## src/rtl/approx_sched.sv

```systemverilog
module approx_sched #(
  parameter int LVL_W = 5,
  parameter int NLVL  = 24,
  parameter int CNT_W = 16,
  localparam int AW   = $clog2(NLVL + 4)
) (
  input  logic             clk,
  input  logic             rst_n,
  input  logic             cfg_we,
  input  logic [AW-1:0]    cfg_addr,
  input  logic [CNT_W-1:0] cfg_wdata,
  input  logic             start_i,
  input  logic             clr_i,
  input  logic             tick_i,
  output logic [LVL_W-1:0] lvl_o,
  output logic             done_o
);
  localparam logic [AW-1:0] A_MODE = AW'(NLVL);
  localparam logic [AW-1:0] A_TOP  = AW'(NLVL + 1);
  localparam logic [AW-1:0] A_FIN  = AW'(NLVL + 2);
  localparam logic [AW-1:0] A_STEP = AW'(NLVL + 3);

  logic [CNT_W-1:0] dwell_q [NLVL];
  logic [1:0]       mode_q;
  logic [LVL_W-1:0] top_q, fin_q, lvl_q;
  logic [CNT_W-1:0] step_q, cnt_q, dwell_cur;
  logic             run_q, done_q, last, expire;

  for (genvar g = 0; g < NLVL; g++) begin : g_dwell
    always_ff @(posedge clk or negedge rst_n)
      if (!rst_n) dwell_q[g] <= '0;
      else if (cfg_we && cfg_addr == AW'(g)) dwell_q[g] <= cfg_wdata;
  end

  always_ff @(posedge clk or negedge rst_n)
    if (!rst_n) begin
      mode_q <= '0; top_q <= '0; fin_q <= '0; step_q <= '0;
    end else if (cfg_we) begin
      if (cfg_addr == A_MODE) mode_q <= cfg_wdata[1:0];
      if (cfg_addr == A_TOP)  top_q  <= cfg_wdata[LVL_W-1:0];
      if (cfg_addr == A_FIN)  fin_q  <= cfg_wdata[LVL_W-1:0];
      if (cfg_addr == A_STEP) step_q <= cfg_wdata;
    end

  always_comb begin
    dwell_cur = step_q;
    if (mode_q[1]) begin
      dwell_cur = '0;
      for (int i = 0; i < NLVL; i++)
        if (lvl_q == LVL_W'(i)) dwell_cur = dwell_q[i];
    end
  end

  assign last   = (mode_q == 2'd0) || (lvl_q <= fin_q) || (lvl_q == '0);
  assign expire = run_q && ((dwell_cur == '0) ||
                  (tick_i && ({1'b0, cnt_q} + 1'b1) == {1'b0, dwell_cur}));

  always_ff @(posedge clk or negedge rst_n)
    if (!rst_n) begin
      run_q <= 1'b0; done_q <= 1'b0; lvl_q <= '0; cnt_q <= '0;
    end else if (clr_i) begin
      run_q <= 1'b0; done_q <= 1'b0; lvl_q <= '0; cnt_q <= '0;
    end else if (start_i) begin
      run_q <= 1'b1; done_q <= 1'b0; lvl_q <= top_q; cnt_q <= '0;
    end else if (expire) begin
      cnt_q <= '0;
      if (last) begin
        run_q  <= 1'b0;
        done_q <= 1'b1;
      end else begin
        lvl_q <= lvl_q - 1'b1;
      end
    end else if (run_q && tick_i) begin
      cnt_q <= cnt_q + 1'b1;
    end

  assign lvl_o  = lvl_q;
  assign done_o = done_q;
endmodule

```

## config.mk

```make
export PLATFORM = sky130hd
export DESIGN_NAME = approx_sched
export DESIGN_NICKNAME = d
export VERILOG_FILES = /design/src/rtl/approx_sched.sv
export SDC_FILE = /design/constraint.sdc
export NUM_CORES = 1
export LEC_CHECK = 0
export ABC_AREA = 1
export BUFFER_PORTS_ARGS = -buffer_cell sky130_fd_sc_hd__buf_2
export CAP_MARGIN = 20
export CORE_MARGIN = 2
export CORE_UTILIZATION = 31
export CTS_BUF_LIST = sky130_fd_sc_hd__clkbuf_2 sky130_fd_sc_hd__clkbuf_4 sky130_fd_sc_hd__clkbuf_8
export DETAILED_ROUTE_END_ITERATION = 7
export GPL_TIMING_DRIVEN = 0
export REMOVE_ABC_BUFFERS = 1
export SYNTH_ARGS = -nofsm -noshare
export SYNTH_HDL_FRONTEND = slang
export SYNTH_SLANG_ARGS = --single-unit
```

## constraint.sdc

```tcl
create_clock -name clk -period 3.7 [get_ports clk]
set_input_delay 0.37 -clock clk [delete_from_list [all_inputs] [get_ports clk]]
set_output_delay 0.37 -clock clk [all_outputs]
set_load 0.03 [all_outputs]
```

Word level (Yosys, flattened, before mapping)
Cells that the tools add are included.
{ "op_classes": {"n_addsub": 3, "multipliers": 0, "div_mod_pow": 0, "order_cmp": 1, "eq_ne": 52, "shifts": 0, "muxes": 41, "n_bitwise": 0, "reduce_logical": 43} }
{ "op_table": {"columns": ["operator", "count"], "rows": [
  ["$mux W16", 29],
  ["$eq A5 B5 Y1 const B", 20],
  ["$eq A5 B4 Y1 const B", 16],
  ["$eq A5 B3 Y1 const B", 8],
  ["$logic_and A1 B1 Y1", 27],
  ["$eq A5 B2 Y1 const B", 4],
  ["$mux W5", 4],
  ["$add A16 B1 Y17 const B", 1],
  ["$eq A17 B16 Y1", 1],
  ["$add A16 B1 Y16 const B", 1],
  ["$logic_not A16 Y1", 1],
  ["$reduce_and A2 Y1", 6],
  ["$eq A5 B1 Y1 const B", 2],
  ["$logic_not A5 Y1", 2],
  ["$mux W1", 8],
  ["$reduce_bool A3 Y1", 2],
  ["$le A5 B5 Y1", 1],
  ["$sub A5 B1 Y5 const B", 1],
  ["$reduce_bool A4 Y1", 1],
  ["$logic_or A1 B1 Y1", 3],
  ["$ne A3 B3 Y1 const B", 1],
  ["$logic_not A2 Y1", 1]
]} }
{ "word_totals": {"ff_bits": 435, "latchBits": 0, "ram_bits": 0, "mem_bits_ro": 0, "in_bits": 27, "out_inout_bits": 6, "word_cells": 172, "memories": 0} }

Logic depth before layout (Yosys ltp)
Gate-level depths: netlist of the first run.
{ "depth": {"ltp_word": 33, "mapped_depth": 46, "ltp_nobuf": 45} }

Worst setup path before layout of the first run
No wires, ideal clock.
{ "synth_path": {"path_type": "register -> register", "start": "register lvl_q[0] (netlist: lvl_o[0])", "end": "register cnt_q[5]", "setup_ns": 0.121, "arrival_time_ns": 3.453, "required_time_ns": 3.579, "slack_ns": 0.126, "stages_incl_launch_ff": 44, "path_buffers": 2, "synth_period_minus_slack_ns": 3.574, "path_cell_list": "dfrtp_1 > inv_1 > ha_1 > inv_1 > nor2_1 > nand2_2 > nor2_4 > buf_6 > nand2_1 > nand3_1 > nand3_1 > nand2_1 > nand2_1 > nand3_1 > nand3_1 > nand2_1 > nand2_1 > nand2_1 > [... 8 more ...] > nand3_1 > nand3_1 > nand2_1 > nand2_1 > nand2_1 > nand2_1 > nand2_1 > nand2_1 > nand2_1 > nor2_1 > nand2_1 > nor2_1 > nand3_1 > nand2_2 > nand2_2 > nand2_2 > buf_4 > nor2_1"} }
{ "synth_via": {"elab_chain_cells": 33, "word_cells_on_any_way": 58, "classes_between": "eq/ne (24); mux (28); reduce/logical (6)"} }
{ "synth_rtl": {"columns": ["element", "line", "rtl"], "rows": [
  ["start: declaration", "25", "logic [LVL_W-1:0] top_q, fin_q, lvl_q;"],
  ["start signal: assignment", "71", "lvl_q <= lvl_q - 1'b1;"],
  ["$logic_not A5 Y1", "50", "if (lvl_q == LVL_W'(i)) dwell_cur = dwell_q[i];"],
  ["$mux W16 (23 in series)", "50", null],
  ["$mux W16 (*)", "50", null],
  ["$mux W16 (*)", "47", "if (mode_q[1]) begin"],
  ["$eq A17 B16 Y1", "56", "(tick_i && ({1'b0, cnt_q} + 1'b1) == {1'b0, dwell_cur}));"],
  ["$logic_and A1 B1 Y1", "56", null],
  ["$logic_or A1 B1 Y1 (*)", "55", "assign expire = run_q && ((dwell_cur == '0) ||"],
  ["$logic_and A1 B1 Y1 (*)", "55", null],
  ["$mux W16", "65", "end else if (expire) begin"],
  ["$mux W16", "63", "end else if (start_i) begin"],
  ["$mux W16", "61", "end else if (clr_i) begin"],
  ["end signal: assignment", "74", "cnt_q <= cnt_q + 1'b1;"],
  ["end: declaration", "26", "logic [CNT_W-1:0] step_q, cnt_q, dwell_cur;"]
]} }
Mark *: on every way between the ends. The rest lies on a longest branch, timed or not.
A chain may end at the register's enable or synchronous reset.

Worst setup path in the final report of the first run
{ "layout_path": {"start": "register lvl_q[1] (netlist: lvl_o[1])", "end": "register lvl_q[1] (netlist: lvl_o[1])"} }
{ "layout_via": {"elab_chain_cells": 32, "word_cells_on_any_way": 65, "classes_between": "add/sub (1); order compare (1); eq/ne (25); mux (29); reduce/logical (9)"} }
{ "layout_rtl": {"columns": ["element", "line"], "rows": [
  ["$logic_not A5 Y1", "50, 54"],
  ["$mux W16 (24 in series)", "50"],
  ["$mux W16", "47"],
  ["$eq A17 B16 Y1", "56"],
  ["$logic_and A1 B1 Y1", "56"],
  ["$logic_or A1 B1 Y1", "55"],
  ["$logic_and A1 B1 Y1", "55"],
  ["$reduce_bool A3 Y1 (no line)", null],
  ["$reduce_and A2 Y1 (no line)", null]
]} }
Parallel ways exist; a longest one is shown, timed or not. The select of a mux whose other input is x is not followed.

==> impl_metrics.yaml, run 1 <==
outcome:
  status: "complete, but fails checks"
  violations: "negative setup slack"
finish:
  area_delta_synth_final_pct: 18.6
  final_nets: 2933
  layout-drive-gt1-share_pct: 16.7
  final_common_cell: "nand2_1"
  layout_common_cells: "nand2_1 (1026), o21ai_0 (506), dfrtp_1 (430)"
critical_path:
  worst-path-buf-inv: 3
  cp_common_cell: "nand2_1"
  cp_max_fo: 6
  arrival_ns: 4.90
  crit_path_end_kind: "register"
  critPathKind: "register to register"
  cp_top_family: "simple AND/OR/NAND/NOR gates"
  start_kind: "register"
  crit_path_top_delay_cell: "dfrtp_2"
  crit_required_ns: 4.27
  slowest_delay_ns: 0.48
synth:
  synth-compound-area-share_pct: 12.9
  synth_top_family_by_area: "simple AND/OR/NAND/NOR gates"
  synth-xor-area-share_pct: 0.491
  ys_top_cells_by_area: "dfrtp_1 (51%), nand2_1 (19%), o21ai_0 (12%)"
  ys_warn_count: 0
  synth-simple-area-share_pct: 27.0
  avgSynthCellArea_um2: 7.47
  ys_types: 32
  synthMuxAreaShare_pct: 0
  synth_area_leader_cell: "dfrtp_1"
  synth_cells: 2867
  ys_seq_elements: 435
  synth_fa_ha_area_share_pct: 0.643
  synth_top_cell_area_share_pct: 50.8
  syn_area_um2: 21400
  seq_area_frac_synth_pct: 50.8
sta:
  rsz0062_at_grt: "true"
  timing.hold.ws_ns: 0.0732
  layout_min_cycle_time_ns: 4.33
  slew_headroom_pct: 27.4
  worstMarginPinSlew_ns: 1.09
  final.setup.worst_slack_ns: -0.626
  setup_violations: 23
  finalSetupTns_ns: -13.56
  hold_violations: 0
  finalClockSkew_ns: 0.0259
  period_share_pct: 117
  clock.fmax_mhz: 231
  drv_slew: 0
pwr:
  power_frac_seq_pct: 45.7
  irDropWorstVdd_mv: 0.210
  power.leakage_nw: 12.5
  p_int_mw: 9.17
  pwr-share-clk_pct: 34.0
  powerDensity_nw_per_um2: 522
  comb_power_share_pct: 20.3
  p_sw_mw: 4.08
  power_mw: 13.2
  swShare_pct: 30.8
global_route:
  grt_pass1_wl_mm: 93.4
  grt_max_degree: 113
  grt_overflow: 0
  grt_usage_pct: 16.5
  grt_pass1_vias: 16800
  antenna_found_initial: 2
route:
  ant_nets: 0
  drt_iter0_drc: 1499
  vias_per_cell: 4.68
  vias: 17900
  dr.pass1.iters: 6
  wire_per_inst_um: 15.2
  drc: 0
  routed_wirelength_mm: 58.2
run:
  max_cap_viol_count: 0
clocking:
  path_clk_slew_ns: 0.07
  cts_tree: "done"
  cts.path.max_buffers: 3
  cts-root-buf: "clkbuf_8"
  clkLatencyLatePin_ns: 0.64
  cts-buffers-inserted: 73
  cts_htree_levels: 3
  cts.sinks: 435
floorplanning:
  core-area_um2: 68500
  io_pins: 33
  chipWidth_um: 267
  die_h_um: 267
  die-area_um2: 71200
  rows: 96
  start_util_pct: 31.3
placement:
  place_hpwl_mm: 35.8
  port_buffers: 32
  place_congestion: 0.838
worst_hold_path:
  hp-class: "input port to register"
==> power by group through the flow <==
stage	logic [mW]	registers (mW)	clock network, mW
3_3_place_gp	2.20	6.10	0
2_1_floorplan	1.53	6.03	0
6_report	2.69	6.05	4.51
3_5_place_dp	2.28	6.12	0
4_1_cts	2.53	6.04	4.61
5_1_grt	3.07	6.16	4.83
==> kinds of logic (layout without fill, tap and decap cells) <==
group | Yosys count | count (layout)
and+or+nand+nor | 1418 | 1423
AOI/OAI and AO/OA | 550 | 550
other | 0 | 1
adders and majority gates | 11 | 11
DFF | 435 | 435
buffers and inverters | 441 | 515
xor gates and xnor gates | 12 | 12
==> sequential cells by signal (all words and copies together), names as in the netlist <==
signal and count:
lvl_o 5, step_q 16, done_o 1, cnt_q 16, top_q 5, mode_q 2, fin_q 5, dwell_q 384
run_q 1
==> path summary, 6_finish.rpt <==
| check | to | from | cells after the start | slack, ns |
|---|---|---|---|---|
| worst max-delay path | lvl_o[1] | lvl_o[1] | 45 | -0.63 |
| worst min-delay path | run_q | clr_i | 4 | 0.07 |
| worst max register to register | lvl_o[1] | lvl_o[1] | 45 | -0.63 |
| worst min register to register | dwell_q[283] | dwell_q[283] | 2 | 0.48 |
| max in group asynchronous | dwell_q[34] | rst_n | 5 | 1.73 |
| min in group asynchronous | dwell_q[233] | rst_n | 2 | 0.29 |
==> layer usage <==
metal  wire (um)  part of all wire, %  up-vias  track usage (%)
met5          13                0.022        -                0
met4        1480                  2.5        2             5.89
met3        2910                  5.0       86             2.87
met2       26100                   45      365             25.9
met1       27700                   48     8411             22.7
li1            -                    -     9068                -
==> synthesized netlist by cell type (all sizes together) <==
| cell | n |
|---|---|
| nand2 | 1108 |
| o21ai | 525 |
| dfrtp | 435 |
| inv | 273 |
| nand3 | 166 |
| clkbuf | 139 |
| nor2 | 75 |
| or2 | 56 |
| buf | 27 |
| a21oi | 18 |
| ha | 11 |
| xor2 | 10 |
| nand3b | 4 |
| nand4 | 4 |
| nor4 | 3 |
| o211ai | 3 |
| o21bai | 3 |
| clkinv | 2 |
| nor3 | 2 |
| xnor2 | 2 |
| a2111oi | 1 |
==> metrics by stage <==
| stage | cell area [um2] | std cells | util, % | setup slack, ns |
|---|---|---|---|---|
| after floorplan | 20700 | 2701 | - | -0.340 |
| after global placement | 22000 | 3615 | 32.1 | -7.01 |
| after detailed placement | 22300 | 3630 | 32.6 | -1.97 |
| after CTS | 24800 | 3808 | 36.2 | -0.694 |
| after global routing | 25400 | 3829 | 37.1 | -0.900 |
| final | 25400 | 3829 | 37.1 | -0.626 |
==> final cells by class <==
type | count | area (um2)
antenna | 1 | 2.50
clock buffer | 118 | 1490
clock inverter | 8 | 46.3
fill | 7059 | 43100
inverter | 275 | 1070
multi-input combinational | 1996 | 9650
sequential | 435 | 10900
tap | 882 | 1100
timing repair buffer | 112 | 1110
timing repair inverter | 2 | 15.0
==> repair_timing <==
action / in CTS / in global routing
setup buffers: 46 / 11
endpoints found under the setup margin: 23 / 23
endpoints found under the hold margin: 63 / 0
cloned: 5 / 2
gates resized for setup: 130 / 109
hold buffers: 1 / 0
pin swaps: 58 / 100
==> worst register-to-register path: cells and delay by family (launching register included) <==
kind                       cells  cell delay, ns
adders and majority gates      1            0.15
AOI/OAI and AO/OA              1            0.06
DFF                            1            0.48
buffers and inverters          3            0.32
and+or+nand+nor               40            3.27
Power figures use the tool's default switching activity.
==> run 2: changes to the inputs <==
--- a/config.mk
+++ b/config.mk
@@ -12,7 +12,9 @@
 export CORE_UTILIZATION = 31
 export CTS_BUF_LIST = sky130_fd_sc_hd__clkbuf_2 sky130_fd_sc_hd__clkbuf_4 sky130_fd_sc_hd__clkbuf_8
 export DETAILED_ROUTE_END_ITERATION = 7
+export GPL_ROUTABILITY_DRIVEN = 0
 export GPL_TIMING_DRIVEN = 0
+export PLACE_DENSITY = 0.53
 export REMOVE_ABC_BUFFERS = 1
 export SYNTH_ARGS = -nofsm -noshare
 export SYNTH_HDL_FRONTEND = slang
==> run 2 against run 1 <==
Against the previous run:
- the flow still finishes with violations (negative setup slack)
- worst hold slack gained 0.0054 ns
- clock skew increased by 0.0025 ns
- sequential power is essentially flat
- wire length increased by 5.5%
- combinational power grew 3%
- first-iteration DRC count rose by 9.4%
- cell count increased by 0.78%
- setup slack lost 0.079 ns
- via count up 0.80%
==> impl_metrics.yaml, run 2 (synthesis gave the netlist of run 1 again) <==
outcome:
  status: "complete, but fails checks"
  violations: "negative setup slack"
clocking:
  cts_htree_levels: 3
  cts.path.max_buffers: 3
  cts-buffers-inserted: 78
  cts-root-buf: "clkbuf_8"
  path_clk_slew_ns: 0.06
  clkLatencyLatePin_ns: 0.66
  cts.sinks: 435
  cts_tree: "done"
placement:
  placed_cells: 3634
  port_buffers: 32
  place_hpwl_mm: 37.7
finish:
  final_nets: 2959
  layout-drive-gt1-share_pct: 18.7
  largestRegisters: "dwell_q x384, cnt_q x16, step_q x16"
  final_common_cell: "nand2_1"
  layout_common_cells: "nand2_1 (1012), o21ai_0 (507), dfrtp_1 (430)"
  final_util_pct: 37.7
  area_delta_synth_final_pct: 20.6
  fin_cells: 3859
  top_register: "dwell_q"
  largest_reg_flops: 384
global_route:
  grt_max_degree: 104
  grt_usage_pct: 17.5
  grt_overflow: 0
  grt_pass1_vias: 17000
  antenna_found_initial: 2
  grt_pass1_wl_mm: 98.2
critical_path:
  crit_path_end_kind: "register"
  cp_max_fo: 7
  start_kind: "register"
  crit_required_ns: 4.28
  slowest_delay_ns: 0.45
  crit_path_top_delay_cell: "dfrtp_2"
  ff2ff_path_depth: 38
  critPathKind: "register to register"
  arrival_ns: 4.98
  r2r-end: "lvl_o[1]"
  r2r_slack_ns: -0.70
  r2r-start: "lvl_o[1]"
sta:
  clock.fmax_mhz: 227
  rsz0062_at_grt: "true"
  setup_violations: 23
  worstMarginPinSlew_ns: 1.10
  layout_min_cycle_time_ns: 4.40
  period_share_pct: 119
  hold_violations: 0
  final.setup.worst_slack_ns: -0.705
  finalClockSkew_ns: 0.0285
  slew_headroom_pct: 26.4
  drv_slew: 0
  timing.hold.ws_ns: 0.0786
route:
  drc: 0
  ant_nets: 0
  drt_iter0_drc: 1640
  routed_wirelength_mm: 61.4
  vias_per_cell: 4.68
  dr.pass1.iters: 6
  vias: 18100
  wire_per_inst_um: 15.9
run:
  max_cap_viol_count: 0
floorplanning:
  io_pins: 33
  start_util_pct: 31.3
  chipWidth_um: 267
  core-area_um2: 68500
  die-area_um2: 71200
  die_h_um: 267
  rows: 96
pwr:
  power_mw: 13.5
  power.leakage_nw: 12.7
  irDropWorstVdd_mv: 0.241
  powerDensity_nw_per_um2: 524
worst_hold_path:
  holdPathEnd: "run_q"
  hp-class: "input port to register"
  hold_start: "clr_i"
  hold_depth: 4
[run 2: cell count changes in the layout (fill, tap and decap cells not counted), moves of 4 or more]
cell,before,now
buf_4,48,69
o21ai_1,19,14
clkinvlp_4,6,10
nand3_2,55,74
nand2_1,1026,1012
o21ai_2,0,4
nand2_4,10,5
nand2_2,71,87
clkbuf_4,21,27
nand3_1,107,90
[run 2: stage by stage]
| stage | TNS, ns | cell area, um2 | setup WS, ns |
|---|---|---|---|
| global route | -21.29 | 25800 | -0.963 |
| floorplan | -6.76 | 20700 | -0.340 |
| CTS | -15.16 | 24900 | -0.711 |
| detailed placement | -47.91 | 22400 | -2.17 |
| finish | -15.67 | 25800 | -0.705 |
| global placement | -3142.67 | 22000 | -7.16 |
[run 2: area by class of cell]
| cell class | instances | area, um2 |
|---|---|---|
| diodes | 2 | 5.00 |
| repair buffers | 134 | 1330 |
| repair inverters | 2 | 15.0 |
| multi-input cells | 1995 | 9770 |
| inverters | 275 | 1080 |
| clock inverters | 8 | 50.0 |
| fillers | 7210 | 42700 |
| well taps | 882 | 1100 |
| flip-flops and latches | 435 | 10900 |
| clock buffers | 126 | 1570 |
[run 2: repair_timing]
item | CTS | global route
gates resized for setup | 143 | 126
hold endpoints to repair | 56 | 0
hold buffers | 1 | 0
buffers inserted | 47 | 25
gates cloned | 5 | 1
setup endpoints to repair | 23 | 23
pin swaps | 59 | 96
[run 2: metal layers]
layer  vias to the layer above  wire [um]  global-route usage (%)
met3                        79       2710                    2.82
met1                      8528      30300                    25.0
met5                         -         13                       0
met2                       340      27100                    27.0
li1                       9127          -                       -
met4                         2       1280                    5.34
[run 2: worst max-delay path: cells and delay by family, from the launching register on]
family,cells,cell delay (ns)
AND/OR/NAND/NOR,32,3.05
buffers and inverters,4,0.48
flip-flops,1,0.45
adder cells (fa/ha/maj),1,0.16
AO/OA/AOI/OAI,1,0.15
[run 2: worst max path at each step]
stage             start   endpoint
6_report       lvl_o[1]   lvl_o[1]
5_1_grt        lvl_o[0]   lvl_o[0]
4_1_cts        lvl_o[0]   lvl_o[3]
3_5_place_dp   lvl_o[1]   lvl_o[3]
3_3_place_gp      rst_n  step_q[1]
2_1_floorplan  lvl_o[1]   lvl_o[3]
[run 2: where the power goes]
part | switching [mW] | leakage [nW] | internal [mW] | total [mW]
sequential | 0.448 | 5.65 | 5.61 | 6.05
clock | 2.04 | 0.852 | 2.66 | 4.69
combinational | 1.72 | 6.23 | 1.06 | 2.77
==> run 3: changes to the inputs <==
--- a/config.mk
+++ b/config.mk
@@ -10,7 +10,6 @@
 export CAP_MARGIN = 20
 export CORE_MARGIN = 2
 export CORE_UTILIZATION = 31
-export CTS_BUF_LIST = sky130_fd_sc_hd__clkbuf_2 sky130_fd_sc_hd__clkbuf_4 sky130_fd_sc_hd__clkbuf_8
 export DETAILED_ROUTE_END_ITERATION = 7
 export GPL_ROUTABILITY_DRIVEN = 0
 export GPL_TIMING_DRIVEN = 0
==> run 3 against run 2 <==
Against the previous run:
- the flow still finishes with violations (negative setup slack)
- highest routed layer unchanged
- setup slack better by 0.040 ns
- largest power group unchanged
- non-clock buffer count down 11
- utilization down 0.25 points
- critical path type unchanged
- critical path depth up 2
- critical endpoint is now lvl_o[2]
- worst hold slack better by 0.078 ns
- clock skew down 0.014 ns
- first-iteration DRC count down 2.3%
- die area unchanged
- sequential share of layout area up 0.29 points
- clock-buffer cell count down 46
==> impl_metrics.yaml, run 3 (synthesis gave the netlist of run 1 again) <==
clocking:
  cts-root-buf: "clkbuf_16"
  cts_htree_levels: 2
  cts_tree: "done"
  cts.path.max_buffers: 3
  cts.sinks: 435
  path_clk_slew_ns: 0.06
  cts-buffers-inserted: 49
  clkLatencyLatePin_ns: 0.59
sta:
  slew_headroom_pct: 29.2
  final.setup.worst_slack_ns: -0.665
  rsz0062_at_grt: "true"
  clock.fmax_mhz: 229
  finalClockSkew_ns: 0.0140
  period_share_pct: 118
  drv_slew: 0
  worstMarginPinSlew_ns: 1.06
  layout_min_cycle_time_ns: 4.36
  setup_violations: 23
  hold_violations: 0
  finalSetupTns_ns: -14.41
route:
  wire_per_inst_um: 16.0
  routed_wirelength_mm: 60.9
  drt_iter0_drc: 1602
  vias: 17900
  drc: 0
  vias_per_cell: 4.71
  ant_nets: 0
  dr.pass1.iters: 5
finish:
  final_nets: 2919
  layout_common_cells: "nand2_1 (1016), o21ai_0 (507), dfrtp_1 (430)"
  area_delta_synth_final_pct: 19.7
  fillers: 7197
  top_register: "dwell_q"
  diodes: 0
  largest_reg_flops: 384
  final_common_cell: "nand2_1"
  layout-drive-gt1-share_pct: 16.2
  fin_area_um2: 25600
  largestRegisters: "dwell_q x384, cnt_q x16, step_q x16"
critical_path:
  slowest_delay_ns: 0.47
  crit_path_top_delay_cell: "dfrtp_2"
  critPathKind: "register to register"
  cp_common_cell: "nand2_1"
  crit_required_ns: 4.18
  crit_path_end_kind: "register"
  arrival_ns: 4.85
  cp_max_fo: 7
  start_kind: "register"
global_route:
  grt_usage_pct: 17.3
  grt_overflow: 0
  grt_pass1_vias: 16700
  grt_pass1_wl_mm: 97.6
  grt_max_degree: 104
  antenna_found_initial: 1
outcome:
  violations: "negative setup slack"
  status: "complete, but fails checks"
floorplanning:
  core-area_um2: 68500
  rows: 96
  start_util_pct: 31.3
  chipWidth_um: 267
  io_pins: 33
  die_h_um: 267
  die-area_um2: 71200
placement:
  pre_cts_ws_ns: -2.17
  placed_area_um2: 22400
  place_hpwl_mm: 37.7
  port_buffers: 32
run:
  max_cap_viol_count: 0
pwr:
  p_sw_mw: 4.15
  pwr-share-clk_pct: 35.6
  swShare_pct: 30.4
  power.leakage_nw: 12.6
  powerDensity_nw_per_um2: 532
  power_frac_seq_pct: 44.3
  comb_power_share_pct: 20.0
  irDropWorstVdd_mv: 0.379
  p_int_mw: 9.50
worst_hold_path:
  hp-class: "input port to register"
-- run 3: final cells by class --
type                            count  area [um2]  share of cell area [%]
Inverter                          275        1080                    4.20
Clock buffer                       80        1530                    5.95
Sequential cell                   435       10900                    42.5
Timing Repair inverter              2        15.0                  0.0586
Multi-Input combinational cell   1995        9710                    37.9
Clock inverter                      6        58.8                   0.229
Tap cell                          882        1100                    4.30
Timing Repair Buffer              123        1250                    4.89
-- run 3: what timing repair did --
| action | 4_1_cts | 5_1_grt |
|---|---|---|
| endpoints found under the setup margin | 23 | 23 |
| resized for setup | 138 | 119 |
| pin swaps | 55 | 89 |
| setup buffers | 48 | 13 |
| gates cloned | 5 | 1 |
| hold buffers | 1 | 0 |
| hold endpoints to repair | 56 | 0 |
-- run 3: final timing paths --
| path | from | endpoint | slack [ns] | depth (start not counted) |
|---|---|---|---|---|
| setup / recovery | lvl_o[0] | lvl_o[2] | -0.66 | 40 |
| hold / removal | clr_i | run_q | 0.16 | 4 |
| setup reg to reg | lvl_o[0] | lvl_o[2] | -0.66 | 40 |
| hold reg to reg | dwell_q[70] | dwell_q[70] | 0.47 | 2 |
| min in group asynchronous | rst_n | dwell_q[233] | 0.32 | 2 |
| max in group asynchronous | rst_n | step_q[0] | 1.68 | 5 |
-- run 3: critical path: cells and delay by family, from the launching register on --
kind	cells	cell delay, ns
AO/OA/AOI/OAI	4	0.58
adder cells (fa/ha/maj)	1	0.15
buffers and inverters	6	0.67
flip-flops	1	0.47
AND/OR/NAND/NOR	29	2.39
-- run 3: power groups by stage --
| stage | logic (mW) | registers, mW | clock network, mW |
|---|---|---|---|
| 2_1_floorplan | 1.53 | 6.03 | 0 |
| 3_3_place_gp | 2.23 | 6.10 | 0 |
| 3_5_place_dp | 2.31 | 6.11 | 0 |
| 4_1_cts | 2.59 | 6.04 | 4.98 |
| 5_1_grt | 3.16 | 6.15 | 5.15 |
| 6_report | 2.73 | 6.05 | 4.86 |
-- run 3: routing by layer --
metal  share of wire (%)  up-vias  global-route usage (%)
met3                 4.2       81                    2.42
li1                    -     9030                       -
met1                  49     8445                    25.3
met4                 2.4        2                    4.28
met2                  44      326                    27.0
met5               0.021        -                       0
-- run 3: per-stage QoR --
stage               instances  power [mW]  util, %  hold slack [ns]
floorplan                2701        7.56        -           0.0744
global placement         3615        8.34     32.1            0.458
detailed placement       3634        8.43     32.7            0.356
CTS                      3774        13.6     36.3           0.0990
global route             3798        14.5     37.4            0.167
finish                   3798        13.6     37.4            0.156
